File: src/rtl/rxq_pkg.sv
// Shared types for the receive queue: one slot holds a character and its flags.
package rxq_pkg;
    localparam int DATA_W = 8;
    localparam int FLAG_W = 3;

    // Flag order: {break, framing error, parity error}
    typedef struct packed {
        logic [FLAG_W-1:0] flags;
        logic [DATA_W-1:0] data;
    } rxq_entry_t;
endpackage

File: src/rtl/rxq_store.sv
// Ring-buffer storage with occupancy tracking.
// Assumes DEPTH is a power of two so that the pointers wrap naturally.
// clear empties the storage and takes priority over push and pop.
module rxq_store
    import rxq_pkg::*;
#(
    parameter int DEPTH = 16,
    localparam int AW = $clog2(DEPTH),
    localparam int CW = $clog2(DEPTH + 1)
) (
    input  logic       clk,
    input  logic       rst_n,
    input  logic       clear,
    input  logic       wr_en,
    input  logic       rd_en,
    input  rxq_entry_t wr_ent,
    output rxq_entry_t head,
    output logic       empty,
    output logic       is_full,
    output logic       accept,
    output logic       drop
);
    rxq_entry_t      mem [DEPTH];
    logic [AW-1:0]   wptr, rptr;
    logic [CW-1:0]   count;
    logic            pop;

    // Decide which of this cycle's requests take effect
    always_comb begin
        empty   = (count == '0);
        is_full = (count == CW'(DEPTH));
        pop     = rd_en && !empty && !clear;
        accept  = wr_en && !clear && (!is_full || rd_en);
        drop    = wr_en && !clear && is_full && !rd_en;
        head    = mem[rptr];
    end

    // Write the accepted character into its slot
    always_ff @(posedge clk) begin
        if (accept) mem[wptr] <= wr_ent;
    end

    // Advance the pointers and the occupancy count
    always_ff @(posedge clk) begin
        if (!rst_n || clear) begin
            wptr  <= '0;
            rptr  <= '0;
            count <= '0;
        end else begin
            if (accept) wptr <= wptr + 1'b1;
            if (pop)    rptr <= rptr + 1'b1;
            case ({accept, pop})
                2'b10:   count <= count + 1'b1;
                2'b01:   count <= count - 1'b1;
                default: count <= count;
            endcase
        end
    end

    a_r2_count_bound: assert property (@(posedge clk) disable iff (!rst_n)
        count <= CW'(DEPTH));
    a_r3_pop_shrinks: assert property (@(posedge clk) disable iff (!rst_n)
        (rd_en && !empty && !wr_en && !clear) |=> (count == $past(count) - 1'b1));
    a_r6_full_holds: assert property (@(posedge clk) disable iff (!rst_n)
        (is_full && wr_en && !rd_en && !clear) |=> (is_full && $stable(wptr) && $stable(rptr)));
    a_r8_swap_stays_full: assert property (@(posedge clk) disable iff (!rst_n)
        (is_full && wr_en && rd_en && !clear) |=> is_full);
    a_r10_clear_empties: assert property (@(posedge clk) disable iff (!rst_n)
        clear |=> empty);
endmodule

File: src/rtl/rxq_status.sv
// Builds the reported error flags, the sticky overrun flag and the interrupt.
// Assumes accept and drop come from rxq_store for the same cycle.
module rxq_status
    import rxq_pkg::*;
(
    input  logic              clk,
    input  logic              rst_n,
    input  logic              accept,
    input  logic              drop,
    input  logic [FLAG_W-1:0] new_flags,
    input  logic [FLAG_W-1:0] head_flags,
    input  logic              ready,
    input  logic              is_full,
    input  logic              block_mode,
    input  logic              err_reset,
    input  logic              irq_sel_full,
    output logic [FLAG_W-1:0] stat,
    output logic              overrun,
    output logic              irq
);
    logic [FLAG_W-1:0] acc;
    logic [FLAG_W-1:0] in_flags;

    // Flags that the accumulator takes in this cycle
    always_comb in_flags = accept ? new_flags : '0;

    // Accumulate flags of accepted characters; err_reset restarts the OR
    always_ff @(posedge clk) begin
        if (!rst_n)         acc <= '0;
        else if (err_reset) acc <= in_flags;
        else                acc <= acc | in_flags;
    end

    // Sticky overrun: a new loss wins over a same-cycle clear
    always_ff @(posedge clk) begin
        if (!rst_n)         overrun <= 1'b0;
        else if (drop)      overrun <= 1'b1;
        else if (err_reset) overrun <= 1'b0;
    end

    // Select the status view and the interrupt source
    always_comb begin
        stat = ready ? (block_mode ? acc : head_flags) : '0;
        irq  = irq_sel_full ? is_full : ready;
    end

    a_r6_overrun_sets: assert property (@(posedge clk) disable iff (!rst_n)
        drop |=> overrun);
    a_r7_overrun_sticky: assert property (@(posedge clk) disable iff (!rst_n)
        (overrun && !err_reset) |=> overrun);
    a_r5_acc_sticky: assert property (@(posedge clk) disable iff (!rst_n)
        !err_reset |=> ((acc & $past(acc)) == $past(acc)));
endmodule

File: src/rtl/rx_status_fifo.sv
// Receive queue between a serial receiver and a CPU read port.
// Each slot keeps the character plus parity, framing and break flags.
// Assumes DEPTH is 8 or 16 and that rd_en lasts one cycle per character read.
module rx_status_fifo
    import rxq_pkg::*;
#(
    parameter int DEPTH = 16
) (
    input  logic       clk,
    input  logic       rst_n,
    input  logic       rcv_reset,
    input  logic       err_reset,
    input  logic       block_mode,
    input  logic       irq_sel_full,
    input  logic       wr_en,
    input  logic [7:0] wr_data,
    input  logic       wr_perr,
    input  logic       wr_ferr,
    input  logic       wr_brk,
    input  logic       rd_en,
    output logic [7:0] rd_data,
    output logic       ready,
    output logic       full,
    output logic       stat_perr,
    output logic       stat_ferr,
    output logic       stat_brk,
    output logic       overrun,
    output logic       irq
);
    rxq_entry_t        wr_ent, head;
    logic              empty, is_full, accept, drop;
    logic [FLAG_W-1:0] stat;

    // Pack the incoming character and its flags into one slot
    always_comb begin
        wr_ent.data  = wr_data;
        wr_ent.flags = {wr_brk, wr_ferr, wr_perr};
    end

    rxq_store #(.DEPTH(DEPTH)) u_store (
        .clk     (clk),
        .rst_n   (rst_n),
        .clear   (rcv_reset),
        .wr_en   (wr_en),
        .rd_en   (rd_en),
        .wr_ent  (wr_ent),
        .head    (head),
        .empty   (empty),
        .is_full (is_full),
        .accept  (accept),
        .drop    (drop)
    );

    rxq_status u_status (
        .clk          (clk),
        .rst_n        (rst_n),
        .accept       (accept),
        .drop         (drop),
        .new_flags    (wr_ent.flags),
        .head_flags   (head.flags),
        .ready        (!empty),
        .is_full      (is_full),
        .block_mode   (block_mode),
        .err_reset    (err_reset),
        .irq_sel_full (irq_sel_full),
        .stat         (stat),
        .overrun      (overrun),
        .irq          (irq)
    );

    // Drive the outward flags
    always_comb begin
        rd_data   = head.data;
        ready     = !empty;
        full      = is_full;
        stat_perr = stat[0];
        stat_ferr = stat[1];
        stat_brk  = stat[2];
    end

    a_r9_irq_source: assert property (@(posedge clk) disable iff (!rst_n)
        irq_sel_full ? (irq == full) : (irq == ready));
endmodule

File: config.mk
export PLATFORM = sky130hd
export DESIGN_NAME = rx_status_fifo
export DESIGN_NICKNAME = d
export VERILOG_FILES = /design/src/rtl/rxq_pkg.sv /design/src/rtl/rxq_store.sv /design/src/rtl/rxq_status.sv /design/src/rtl/rx_status_fifo.sv
export SDC_FILE = /design/constraint.sdc
export NUM_CORES = 1
export LEC_CHECK = 0
export BUFFER_PORTS_ARGS = -buffer_cell sky130_fd_sc_hd__clkbuf_2
export CAP_MARGIN = 5
export CELL_PAD_IN_SITES_DETAIL_PLACEMENT = 1
export CELL_PAD_IN_SITES_GLOBAL_PLACEMENT = 1
export CORE_MARGIN = 5
export CORE_UTILIZATION = 39
export CTS_BUF_LIST = sky130_fd_sc_hd__clkbuf_8
export CTS_CLUSTER_DIAMETER = 120
export DETAILED_ROUTE_END_ITERATION = 8
export PLACE_DENSITY_LB_ADDON = 0.1
export SYNTH_ARGS = -nofsm -noshare
export SYNTH_HDL_FRONTEND = slang
export SYNTH_SLANG_ARGS = --single-unit
File: constraint.sdc
create_clock -name clk -period 3.86 [get_ports clk]
set_clock_uncertainty 0.05 [all_clocks]
set_input_delay 0.193 -clock clk [delete_from_list [all_inputs] [get_ports clk]]
set_output_delay 0.193 -clock clk [all_outputs]
set_load 0.05 [all_outputs]
Word level (Yosys, flattened, before mapping)
Memory sizes are Yosys's and may differ from the RTL's. A register that Yosys moved wholly into a read port is not among the register bits.
Index checks and enable logic that the tools add are counted.
{"block": "word_totals", "n_memories": 1, "reg_bits": 17, "ramBits": 176, "output_inout_bits": 15}
{"memory": "u_store.mem", "depth": 16, "width": 11, "read_ports": 1, "rd_ports_with_merged_regs": 1, "wr": 1, "line": "rxq_store.sv:23", "source": "rxq_entry_t mem [DEPTH];"}
{"block": "classes", "n_reduce_logical": 16, "mux": 12, "bitwise_logic": 1, "n_eq_ne": 3, "addsub": 4}
{"operator": "3-bit two-way mux", "n": 4}
{"operator": "5-bit one-hot mux with 2 select lines", "n": 1}
{"operator": "4-bit by 1-bit adder with 4-bit output, second input constant", "n": 2}
{"operator": "4-bit two-way mux", "n": 2}
{"operator": "1-bit logical AND", "n": 6}
{"operator": "5-bit by 1-bit adder with 5-bit output, second input constant", "n": 1}
{"operator": "5-bit == test, second input constant", "n": 1}
{"operator": "1-bit zero test", "n": 5}
{"operator": "5-bit zero test", "n": 1}
{"operator": "1-bit two-way mux", "n": 5}
{"operator": "5-bit by 1-bit subtractor with 5-bit output, second input constant", "n": 1}
{"operator": "2-bit nonzero test", "n": 2}
{"operator": "3-bit bitwise OR", "n": 1}
{"operator": "2-bit by 1-bit == test with 1-bit output, second input constant", "n": 1}
{"operator": "2-bit == test, second input constant", "n": 1}
{"operator": "1-bit logical OR", "n": 2}

Longest topological paths before layout
Gate-level depths: netlist of the first run.
{"block": "logic_depth", "ltp_word": 7, "depth_mapped": 14}

Cells and area by module
Synthesis of the first run repeated with hierarchy kept, for this count alone.
{"block": "hier_totals", "hier_cells": 403, "hier_area_um2": 8096.5}
{"mod": "rxq_store", "seq_area_each_um2": 5625.4, "n_inst": 1, "cells_each": 380, "area_per_inst_um2": 7886.3}
{"mod": "rxq_status", "seq_area_each_um2": 80.1, "n_inst": 1, "cells_each": 22, "area_per_inst_um2": 206.4}
{"mod": "rx_status_fifo", "seq_area_each_um2": 0.0, "n_inst": 1, "cells_each": 1, "area_per_inst_um2": 3.8}

Least setup slack after synthesis of the first run
OpenSTA, ideal clock, no wires.
{"block": "synth_timing", "path_type": "register to register", "from": "reg u_store.count[1]", "to": "reg u_store.count[4]", "slack_ps": 1130, "n_path_buf": 3, "t_arrival_ps": 2549, "required_time_ps": 3679, "path_stages_with_launch": 15, "period_less_slack_ps": 2730, "setup_time_ps": 131, "path_cell_list": "dfxtp_1 buf_2 nor4_4 a31oi_1 buf_2 inv_1 ha_1 clkbuf_1 xor2_1 ha_1 o31ai_1 a21oi_1 o211ai_1 and3_1 nor3_1"}
{"block": "synth_via", "elab_chain_cells": 6}
{"element": "from (decl)", "line": "rxq_store.sv:25", "source": "logic [CW-1:0] count;"}
{"element": "from (signal assigned)", "line": "rxq_store.sv:53", "source": "2'b10: count <= count + 1'b1;"}
{"element": "from (signal assigned)", "line": "rxq_store.sv:54", "source": "2'b01: count <= count - 1'b1;"}
{"element": "from (signal assigned)", "line": "rxq_store.sv:55", "source": "default: count <= count;"}
{"element": "5-bit == test or 5-bit zero test (tied branches)", "line": "rxq_store.sv:31, rxq_store.sv:30"}
{"element": "1-bit zero test, on equally long branches", "line": "rxq_store.sv:33, rxq_store.sv:32"}
{"element": "1-bit logical OR or 1-bit logical AND (tied branches)", "line": "rxq_store.sv:33, rxq_store.sv:32"}
{"element": "1-bit logical AND, on equally long branches", "line": "rxq_store.sv:33, rxq_store.sv:32"}
{"element": "2-bit by 1-bit == test with 1-bit output or 2-bit == test (tied branches)", "line": "rxq_store.sv:52", "source": "case ({accept, pop})"}
{"element": "5-bit one-hot mux with 2 select lines or 2-bit nonzero test (tied branches)"}
Parallel ways exist; a longest one is shown, timed or not.
A chain may end at the register's enable or synchronous reset.

==> results.txt, run 1 <==
Antenna-violating nets left -> 0
Commonest non-fill, non-tap cell in the layout -> edfxtp_1
Routed wire per std cell -> 23.2 um
Nets -> 486
Worst setup path class -> flip-flop to primary output
Initial antenna violation count -> 0
CTS tree -> built
Site Rows -> 52
Setup violators final -> 0
Vias per cell -> 5.18
Crit path to -> rd_data[6]
Reg area -> 5710 sq um
Clk_lat worst skew -> 460 ps
Period minus WS final -> 3130 ps
Clock Tree Buf Depth -> 2
Wirelength, routed -> 17.2 mm
IO Count -> 34
P&R area growth vs syn -> 13.2%
# fillers -> 1,964
Multi-input logic area -> 2120 sq um
RSZ-0062 raised after global routing -> false
Die Footprint -> 23,400 sq um
Synth warn -> 0
CP bufs+invs -> 2
Area after DPL -> 8540 sq um
Root Driver -> clkbuf_8
Worst stage delay on the critical path -> 740 ps
Post-Syn Instances -> 404
Worst path required time -> 3620 ps
FF+latch count, synth -> 197
Highest clock rate -> 320 MHz
DP Wirelength -> 10.6 mm
Detailed Route Iter0 Violations -> 249
DIE HEIGHT -> 153 um
Crit path depth -> 4
# H-tree levels -> 4
Leakage power -> 0.00296 uW
Setup TNS -> 0 ps
DR pass1 iterations -> 4
R2R Path Start -> u_store.count[1]
Design Area, Final -> 9010 sq um
Syn avg cell area -> 19.7 sq um
Core box area -> 20,200 sq um
Slew of the pin with the lowest slew margin -> 988 ps
I/O Buffers -> 33
Commonest register cell after synthesis -> edfxtp_1
FF-to-FF End -> u_store.count[4]
Power density cells -> 439 nW/um^2
Final slew viol count -> 0
Worst slew margin -> 0.341
CP Launch Type -> flip-flop
Global-route wire length before repair -> 26.3 mm
Ratio of final minimum period to clock period -> 0.810
Netlist Area Pre-Place -> 7960 sq um
WP data arrival -> 2880 ps
Max-cap viol count -> 0
VDD IR max -> 203 uV
CTS clk-pin slew, worst paths -> 100 ps
Post-synth EDFFs -> 176
GRT Resource Usage Total -> 0.153
Crit Path Max Fanout -> 19
Hold Path Class -> input pin to flip-flop
Share of cells above drive strength 1 -> 0.244
FF-to-FF setup slack -> 840 ps
Vias in the first global route -> 4,276
Family with the most delay on the worst path -> multiplexers
Commonest non-fill, non-tap cells in the layout -> edfxtp_1 (176), clkbuf_2 (33), mux4_1 (32)
Worst R2R Path Depth -> 11
Worst path cell trace -> buf_4, mux4_1, mux4_2, clkbuf_2
Net Count, Synth -> 431
Initial Utilization -> 0.395
Cts bufs inserted -> 17
RePlAce Congestion -> 0.703
Final Hold Viols -> 0
Ant diodes -> 0
DRC -> 0
CTS Sinks -> 197
Sequential area share after synthesis -> 0.717
Die width -> 153 um
Total grt overflow -> 0
Status -> finished, final reports clean
Slowest cell on crit path -> dfxtp_2
Total number of vias -> 3,847
Ys async rst share -> 0
CP Capture Type -> primary output
Netlist cell types -> 40
Pin count of the biggest net entering global routing -> 36
registers in the layout, indices dropped and copies added, names as in the netlist, named ones only:
register and count:
u_store.mem 176, u_status.overrun 1, u_store.rptr 4, u_store.count 5, u_status.acc 3, u_store.wptr 4
repair_timing:
action	4_1_cts	5_1_grt
hold buffers	1	0
hold endpoints to repair	4	0
resized for setup	0	0
setup buffers	0	0
cell type report:
class | count | area share
Timing Repair Buffer | 57 | 0.0386
Multi-Input combinational cell | 178 | 0.236
Tap cell | 270 | 0.0375
Inverter | 8 | 0.00333
Sequential cell | 197 | 0.633
Clock buffer | 17 | 0.0260
Clock inverter | 15 | 0.0254
cell families (layout without fill, tap and decap cells):
family / Yosys count / count (layout) / share of synthesized area
buffers and inverters: 29 / 97 / 0.0190
xor gates and xnor gates: 9 / 9 / 0.00990
adders and majority gates: 8 / 8 / 0.0126
DFF: 197 / 197 / 0.717
muxes: 61 / 61 / 0.174
AOI/OAI and AO/OA: 26 / 26 / 0.0209
and+or+nand+nor: 74 / 74 / 0.0475
cell usage after synthesis, drive strengths merged, types with 2 or more instances:
library cell | instances | area [sq um]
mux4 | 52 | 1290
nor2b | 9 | 56.3
buf | 11 | 83.8
a21oi | 11 | 55.1
nand4 | 2 | 12.5
edfxtp | 176 | 5290
a31o | 3 | 26.3
clkbuf | 10 | 37.5
nor3b | 2 | 15.0
nor3 | 6 | 30.0
nor4 | 2 | 27.5
nor2 | 30 | 113
mux2i | 9 | 90.1
o22ai | 4 | 25.0
nand3b | 2 | 15.0
xor2 | 8 | 70.1
ha | 8 | 100
inv | 8 | 30.0
dfxtp | 21 | 420
nand2b | 4 | 25.0
nand2 | 12 | 47.6
tightest hold or removal path, cell delays in order:
cell      delay, ps
clkbuf_2        130
nand3_1         130
a21oi_1          70
power breakdown:
group / internal [uW] / switching [uW]
logic: 38.3 / 83.9
clock network: 777 / 725
registers: 2330 / 5.66
total: 3140 / 815
layer usage:
metal  GRT usage  wire length (um)  up-vias
met5           0                 0        -
met4      0.0407               101        0
met3      0.0300               596        6
met2       0.258              8850       60
met1       0.206              7670     2017
li1            -                 -     1764
worst min-delay path by stage:
stage | start | end | slack (ps) | cells past startpoint
6_report | rd_en | u_store.rptr[1] | 50 | 3
5_1_grt | err_reset | u_status.overrun | 30 | 3
4_1_cts | rd_en | u_store.rptr[1] | 9 | 3
3_5_place_dp | rst_n | u_status.overrun | 430 | 2
3_3_place_gp | rst_n | u_status.overrun | 420 | 2
2_1_floorplan | wr_data[0] | u_store.mem[0][0] | 240 | 0
per-stage QoR:
step                      hold WS, ps  setup WS [ps]  total power [uW]  std cells  utilization
final                            54.4            734              3950        742        0.447
after global routing             31.8            586              4110        742        0.447
after CTS                        8.73            641              4010        742        0.447
after detailed placement          434            857              2500        709        0.423
after global placement            421            983              2500        709        0.423
after floorplan                   242           1130              2450        404            -
(Power assumes the default switching activity.)
==> inputs of run 2 (changes only) <==
- clock period: 3.86 -> 3 ns (I/O delays scaled with it)
==> results.txt, run 2 (synthesized netlist as in run 1, its figures left out) <==
Status -> finished, final reports clean
FF-to-FF setup slack -> 320 ps (-520 ps)
Worst stage delay on the critical path -> 610 ps (-130 ps)
P&R area growth vs syn -> 12.9%
DIE HEIGHT -> 153 um (unchanged)
Biggest regs -> u_store.mem x176, u_store.count x5
Hold_sp -> err_reset
Pint -> 3760 uW (+20%)
Crit Path Max Fanout -> 12 (-7)
Final slew viol count -> 0 (unchanged)
Nets -> 491 (+1.0%)
Die width -> 153 um (unchanged)
I/O Buffers -> 33 (unchanged)
# H-tree levels -> 4 (unchanged)
Worst slew margin -> 0.481 (+0.141)
Initial Utilization -> 0.395 (unchanged)
Clock Tree Buf Depth -> 2 (unchanged)
R2R Path Start -> u_store.count[1]
Clock power frac -> 0.335 (-0.045)
Ratio of final minimum period to clock period -> 0.943
DR pass1 iterations -> 4 (unchanged)
CTS tree -> built
Area after DPL -> 8600 sq um (+0.79%)
Detailed Route Iter0 Violations -> 266 (+6.8%)
Setup violators final -> 0 (unchanged)
Pin count of the biggest net entering global routing -> 39 (+8.3%)
Share of cells above drive strength 1 -> 0.248 (+0.00478)
FF-to-FF End -> u_store.count[4]
Global-route wire length before repair -> 25.9 mm (-1.5%)
Design Area, Final -> 8990 sq um (-0.26%)
Routed wire per std cell -> 22.8 um (-1.6%)
Period minus WS final -> 2830 ps
CP Capture Type -> primary output
Largest register FFs -> 176 (unchanged)
Commonest non-fill, non-tap cell in the layout -> edfxtp_1
Worst setup path class -> flip-flop to primary output
Hold Path Class -> input pin to flip-flop
Ant diodes -> 0 (unchanged)
Slew of the pin with the lowest slew margin -> 778 ps (-210 ps)
CTS Sinks -> 197 (unchanged)
CTS clk-pin slew, worst paths -> 100 ps (about the same)
Slowest cell on crit path -> dfxtp_2
GRT Resource Usage Total -> 0.150 (-0.00332)
Total number of vias -> 3,864 (+0.44%)
Reg with most FFs -> u_store.mem
Power density cells -> 529 nW/um^2 (+21%)
Highest clock rate -> 353 MHz
Gate power share -> 0.035 (+0.004)
Clk_lat worst skew -> 460 ps (about the same)
WP data arrival -> 2630 ps (-250 ps)
DRC -> 0 (unchanged)
Max-cap viol count -> 0 (unchanged)
Antenna-violating nets left -> 0 (unchanged)
DP Wirelength -> 10.7 mm (+1.7%)
Vias in the first global route -> 4,196 (-1.9%)
Setup TNS -> 0 ps (unchanged)
WHS Path Cells -> 3 (unchanged)
Die Footprint -> 23,400 sq um (unchanged)
Cts bufs inserted -> 17 (unchanged)
Commonest non-fill, non-tap cells in the layout -> edfxtp_1 (176), clkbuf_2 (33), mux4_1 (32)
RePlAce Congestion -> 0.716 (+1.8%)
Sw Ratio -> 0.209 (+0.00324)
Hold Slack -> 34.9 ps (-19.5 ps)
Final Hold Viols -> 0 (unchanged)
Root Driver -> clkbuf_8
Total grt overflow -> 0 (unchanged)
Sequential power share -> 0.630 (+0.041)
Wirelength, routed -> 17.0 mm (-1.2%)
Worst R2R Path Depth -> 10 (-1)
Vias per cell -> 5.19 (about the same)
Sw Pwr -> 995 uW (+22%)
Initial antenna violation count -> 0 (unchanged)
IO Count -> 34 (unchanged)
VDD IR max -> 283 uV (+39%)
Site Rows -> 52 (unchanged)
Worst path cell trace -> buf_12, mux4_1, mux4_2, clkbuf_2
Worst path required time -> 2800 ps (-820 ps)
CP Launch Type -> flip-flop
RSZ-0062 raised after global routing -> false
Leakage power -> 0.00296 uW (-0.18%)
Core box area -> 20,200 sq um (unchanged)
Hold Path Sink -> u_status.overrun
==> run 2: critical path: cells and delay by family, from the launching register on <==
family	cells	cell delay [ps]
buffers and inverters	2	480
DFF	1	610
muxes	2	1080
==> run 2: worst max-delay path by stage <==
stage                startpoint                to  slack [ps]  cells after the start
2_1_floorplan  u_store.count[1]  u_store.count[4]         270                     14
4_1_cts               flip-flop        rd_data[0]          70                      4
6_report              flip-flop        rd_data[0]         170                      4
5_1_grt               flip-flop        rd_data[0]          50                      4
3_3_place_gp   u_store.count[1]  u_store.count[4]         240                      9
3_5_place_dp   u_store.count[1]  u_store.count[4]         160                      9
==> run 2: timing repair <==
item / 4_1_cts / 5_1_grt
buffers inserted: 0 / 0
setup endpoints to repair: 0 / 1
hold buffers: 2 / 0
gates resized for setup: 0 / 2
hold endpoints to repair: 6 / 0
==> run 2: cell type report <==
class                   instances  area (sq um)
clock buffers                  17           234
clock inverters                13           120
fillers                      1938         11200
inverters                       8          30.0
multi-input cells             178          2130
flip-flops and latches        197          5710
well taps                     270           338
repair buffers                 62           425
==> run 2: per-stage QoR <==
step                      setup WS, ps  std cells   util  power (uW)
after floorplan                    270        404      -        3150
after global routing              47.6        745  0.446        4950
final                              170        745  0.446        4760
after global placement             243        713  0.427        3220
after detailed placement           161        713  0.427        3230
after CTS                         71.3        745  0.445        4810
==> run 2: power by group through the flow <==
stage,Clock (uW),Sequential (uW),Combinational [uW]
finish,1590,3000,164
global route,1770,3000,179
CTS,1650,3000,166
detailed placement,0,3060,164
global placement,0,3060,157
floorplan,0,3060,89.3
==> run 2: per-layer routing <==
layer	wire length [um]	up-vias	GRT usage
li1	-	1767	-
met1	7810	2032	0.206
met2	8600	50	0.248
met3	426	15	0.0286
met4	179	0	0.0407
met5	0	-	0
==> inputs of run 3 (changes only) <==
- clock period: 3 -> 3.25 ns (I/O delays scaled with it)
==> results.txt, run 3 (synthesized netlist as in run 1, its figures left out) <==
Slew of the pin with the lowest slew margin -> 741 ps (-37.5 ps)
FF-to-FF setup slack -> 310 ps (about the same)
Die Footprint -> 23,400 sq um (unchanged)
CTS clk-pin slew, worst paths -> 100 ps (about the same)
Total power draw -> 4530 uW (-4.7%)
Worst stage delay on the critical path -> 720 ps (+110 ps)
Root Driver -> clkbuf_8
Post-Layout Cell Count -> 744 (-0.13%)
CP Capture Type -> primary output
Met3 WL -> 388 um (-8.9%)
Hold Path Sink -> u_status.acc[1]
Family with the most delay on the worst path -> multiplexers
Sequential power share -> 0.611 (-0.019)
Max layer used -> met4
Status -> finished, final reports clean
R2R Path Start -> u_store.count[1]
WP data arrival -> 2760 ps (+130 ps)
I/O Buffers -> 33 (unchanged)
Hold Path Class -> input pin to flip-flop
Commonest non-fill, non-tap cell in the layout -> edfxtp_1
Power density cells -> 502 nW/um^2 (-5.1%)
Reg area -> 5710 sq um (unchanged)
FF-to-FF End -> u_store.count[4]
GRT Resource Usage Total -> 0.147 (-0.00322)
Nets -> 488 (-0.61%)
Setup TNS -> 0 ps (unchanged)
Hold Slack -> 60.2 ps (+25.4 ps)
Final Hold Viols -> 0 (unchanged)
Ant diodes -> 0 (unchanged)
Setup violators final -> 0 (unchanged)
Clock Tree Buf Depth -> 2 (unchanged)
Ratio of final minimum period to clock period -> 0.915
Routed wl met2 -> 8.45 mm (-1.8%)
Worst R2R Path Depth -> 9 (-1)
CP Launch Type -> flip-flop
Worst path required time -> 3040 ps (+240 ps)
VDD IR max -> 294 uV (+3.9%)
IO Count -> 34 (unchanged)
Vias per cell -> 5.25 (+1.2%)
Pint -> 3580 uW (-4.9%)
Worst path cell trace -> buf_12, mux4_1, mux4_2, clkbuf_2
Site Rows -> 52 (unchanged)
DP Wirelength -> 10.4 mm (-3.6%)
Metal1 wirelength -> 7.67 mm (-1.7%)
Crit Path Max Fanout -> 16 (+4)
Period minus WS final -> 2970 ps
Antenna-violating nets left -> 0 (unchanged)
Setup bufs post-CTS -> 0 (unchanged)
Die width -> 153 um (unchanged)
Inst Count DP -> 710 (-0.42%)
Wirelength, routed -> 16.6 mm (-2.1%)
CP bufs+invs -> 2 (unchanged)
DIE HEIGHT -> 153 um (unchanged)
CTS Sinks -> 197 (unchanged)
RSZ-0062 raised after global routing -> false
Commonest non-fill, non-tap cells in the layout -> edfxtp_1 (176), clkbuf_2 (33), mux4_1 (32)
Biggest regs -> u_store.mem x176, u_store.count x5
Cts hold-fix bufs -> 2 (unchanged)
Worst setup path class -> flip-flop to primary output
Highest clock rate -> 336 MHz
Detailed Route Iter0 Violations -> 235 (-12%)
Cts bufs inserted -> 17 (unchanged)
DRC -> 0 (unchanged)
Sw Pwr -> 956 uW (-3.9%)
CTS tree -> built
Max-cap viol count -> 0 (unchanged)
Gate power share -> 0.032 (-0.003)
Total grt overflow -> 0 (unchanged)
Worst setup margin -> 277 ps (+106 ps)
Pin count of the biggest net entering global routing -> 39 (unchanged)
Clk_lat worst skew -> 450 ps (about the same)
Largest register FFs -> 176 (unchanged)
Clock power frac -> 0.357 (+0.022)
Sw Ratio -> 0.211 (+0.00174)
Initial antenna violation count -> 0 (unchanged)
Reg with most FFs -> u_store.mem
Multi-input logic area -> 2120 sq um (-0.35%)
WHS Path Cells -> 4 (+1)
Hold_sp -> err_reset
Worst slew margin -> 0.506 (+0.0243)
Vias in the first global route -> 4,159 (-0.88%)
Post-place setup slack -> 322 ps (+160 ps)
Routed wire per std cell -> 22.4 um (-2.0%)
Share of cells above drive strength 1 -> 0.247 (-0.00159)
# H-tree levels -> 4 (unchanged)
Leakage power -> 0.00295 uW (about the same)
DR pass1 iterations -> 4 (unchanged)
RePlAce Congestion -> 0.708 (-1.1%)
# fillers -> 1,943 (+0.26%)
Core box area -> 20,200 sq um (unchanged)
Total number of vias -> 3,905 (+1.1%)
CTS-repair resized insts -> 0 (unchanged)
Initial Utilization -> 0.395 (unchanged)
Final slew viol count -> 0 (unchanged)
P&R area growth vs syn -> 13.4%
Global-route wire length before repair -> 25.5 mm (-1.5%)
Slowest cell on crit path -> dfxtp_2
[run 3: cell count changes in the layout (fill, tap and decap cells not counted), sizes merged]
cell      previous run  this run
clkinvlp             1         3
inv                 12        13
bufinv               2         3
clkinv               6         4
buf                 27        24
[run 3: metrics by stage]
| step | util | cell area [sq um] |
|---|---|---|
| detailed placement | 0.426 | 8590 |
| global route | 0.447 | 9020 |
| CTS | 0.447 | 9020 |
| global placement | 0.426 | 8590 |
| finish | 0.447 | 9020 |
| floorplan | - | 7960 |
[run 3: area by class of cell]
cell class | instances | share of cell area
repair buffers | 59 | 0.0460
inverters | 8 | 0.00333
well taps | 270 | 0.0374
multi-input cells | 178 | 0.235
clock buffers | 17 | 0.0259
flip-flops and latches | 197 | 0.632
clock inverters | 15 | 0.0195
[run 3: worst min-delay path, cell delays in order]
cell and delay, ps:
clkbuf_2 140, nor2b_1 60, a21oi_1 110, nor2b_1 50
[run 3: power groups by stage]
stage | Clock, uW | Sequential [uW] | Combinational [uW]
final | 1620 | 2770 | 146
after CTS | 1680 | 2770 | 150
after global routing | 1780 | 2770 | 161
after detailed placement | 0 | 2830 | 148
after global placement | 0 | 2830 | 141
after floorplan | 0 | 2820 | 82.5
[run 3: worst max path at each step]
stage / startpoint / to / slack (ps) / cells past startpoint
2_1_floorplan: u_store.count[1] / u_store.count[4] / 520 / 14
3_3_place_gp: u_store.count[1] / u_store.count[4] / 450 / 9
3_5_place_dp: u_store.count[1] / u_store.count[4] / 320 / 9
4_1_cts: flip-flop / rd_data[3] / 200 / 4
5_1_grt: u_store.count[1] / u_store.count[4] / 80 / 9
6_report: flip-flop / rd_data[3] / 280 / 4
[run 3: routing by layer]
metal / up-vias / GRT usage
li1: 1758 / -
met1: 2094 / 0.202
met2: 41 / 0.241
met3: 12 / 0.0300
met4: 0 / 0.0382
met5: - / 0
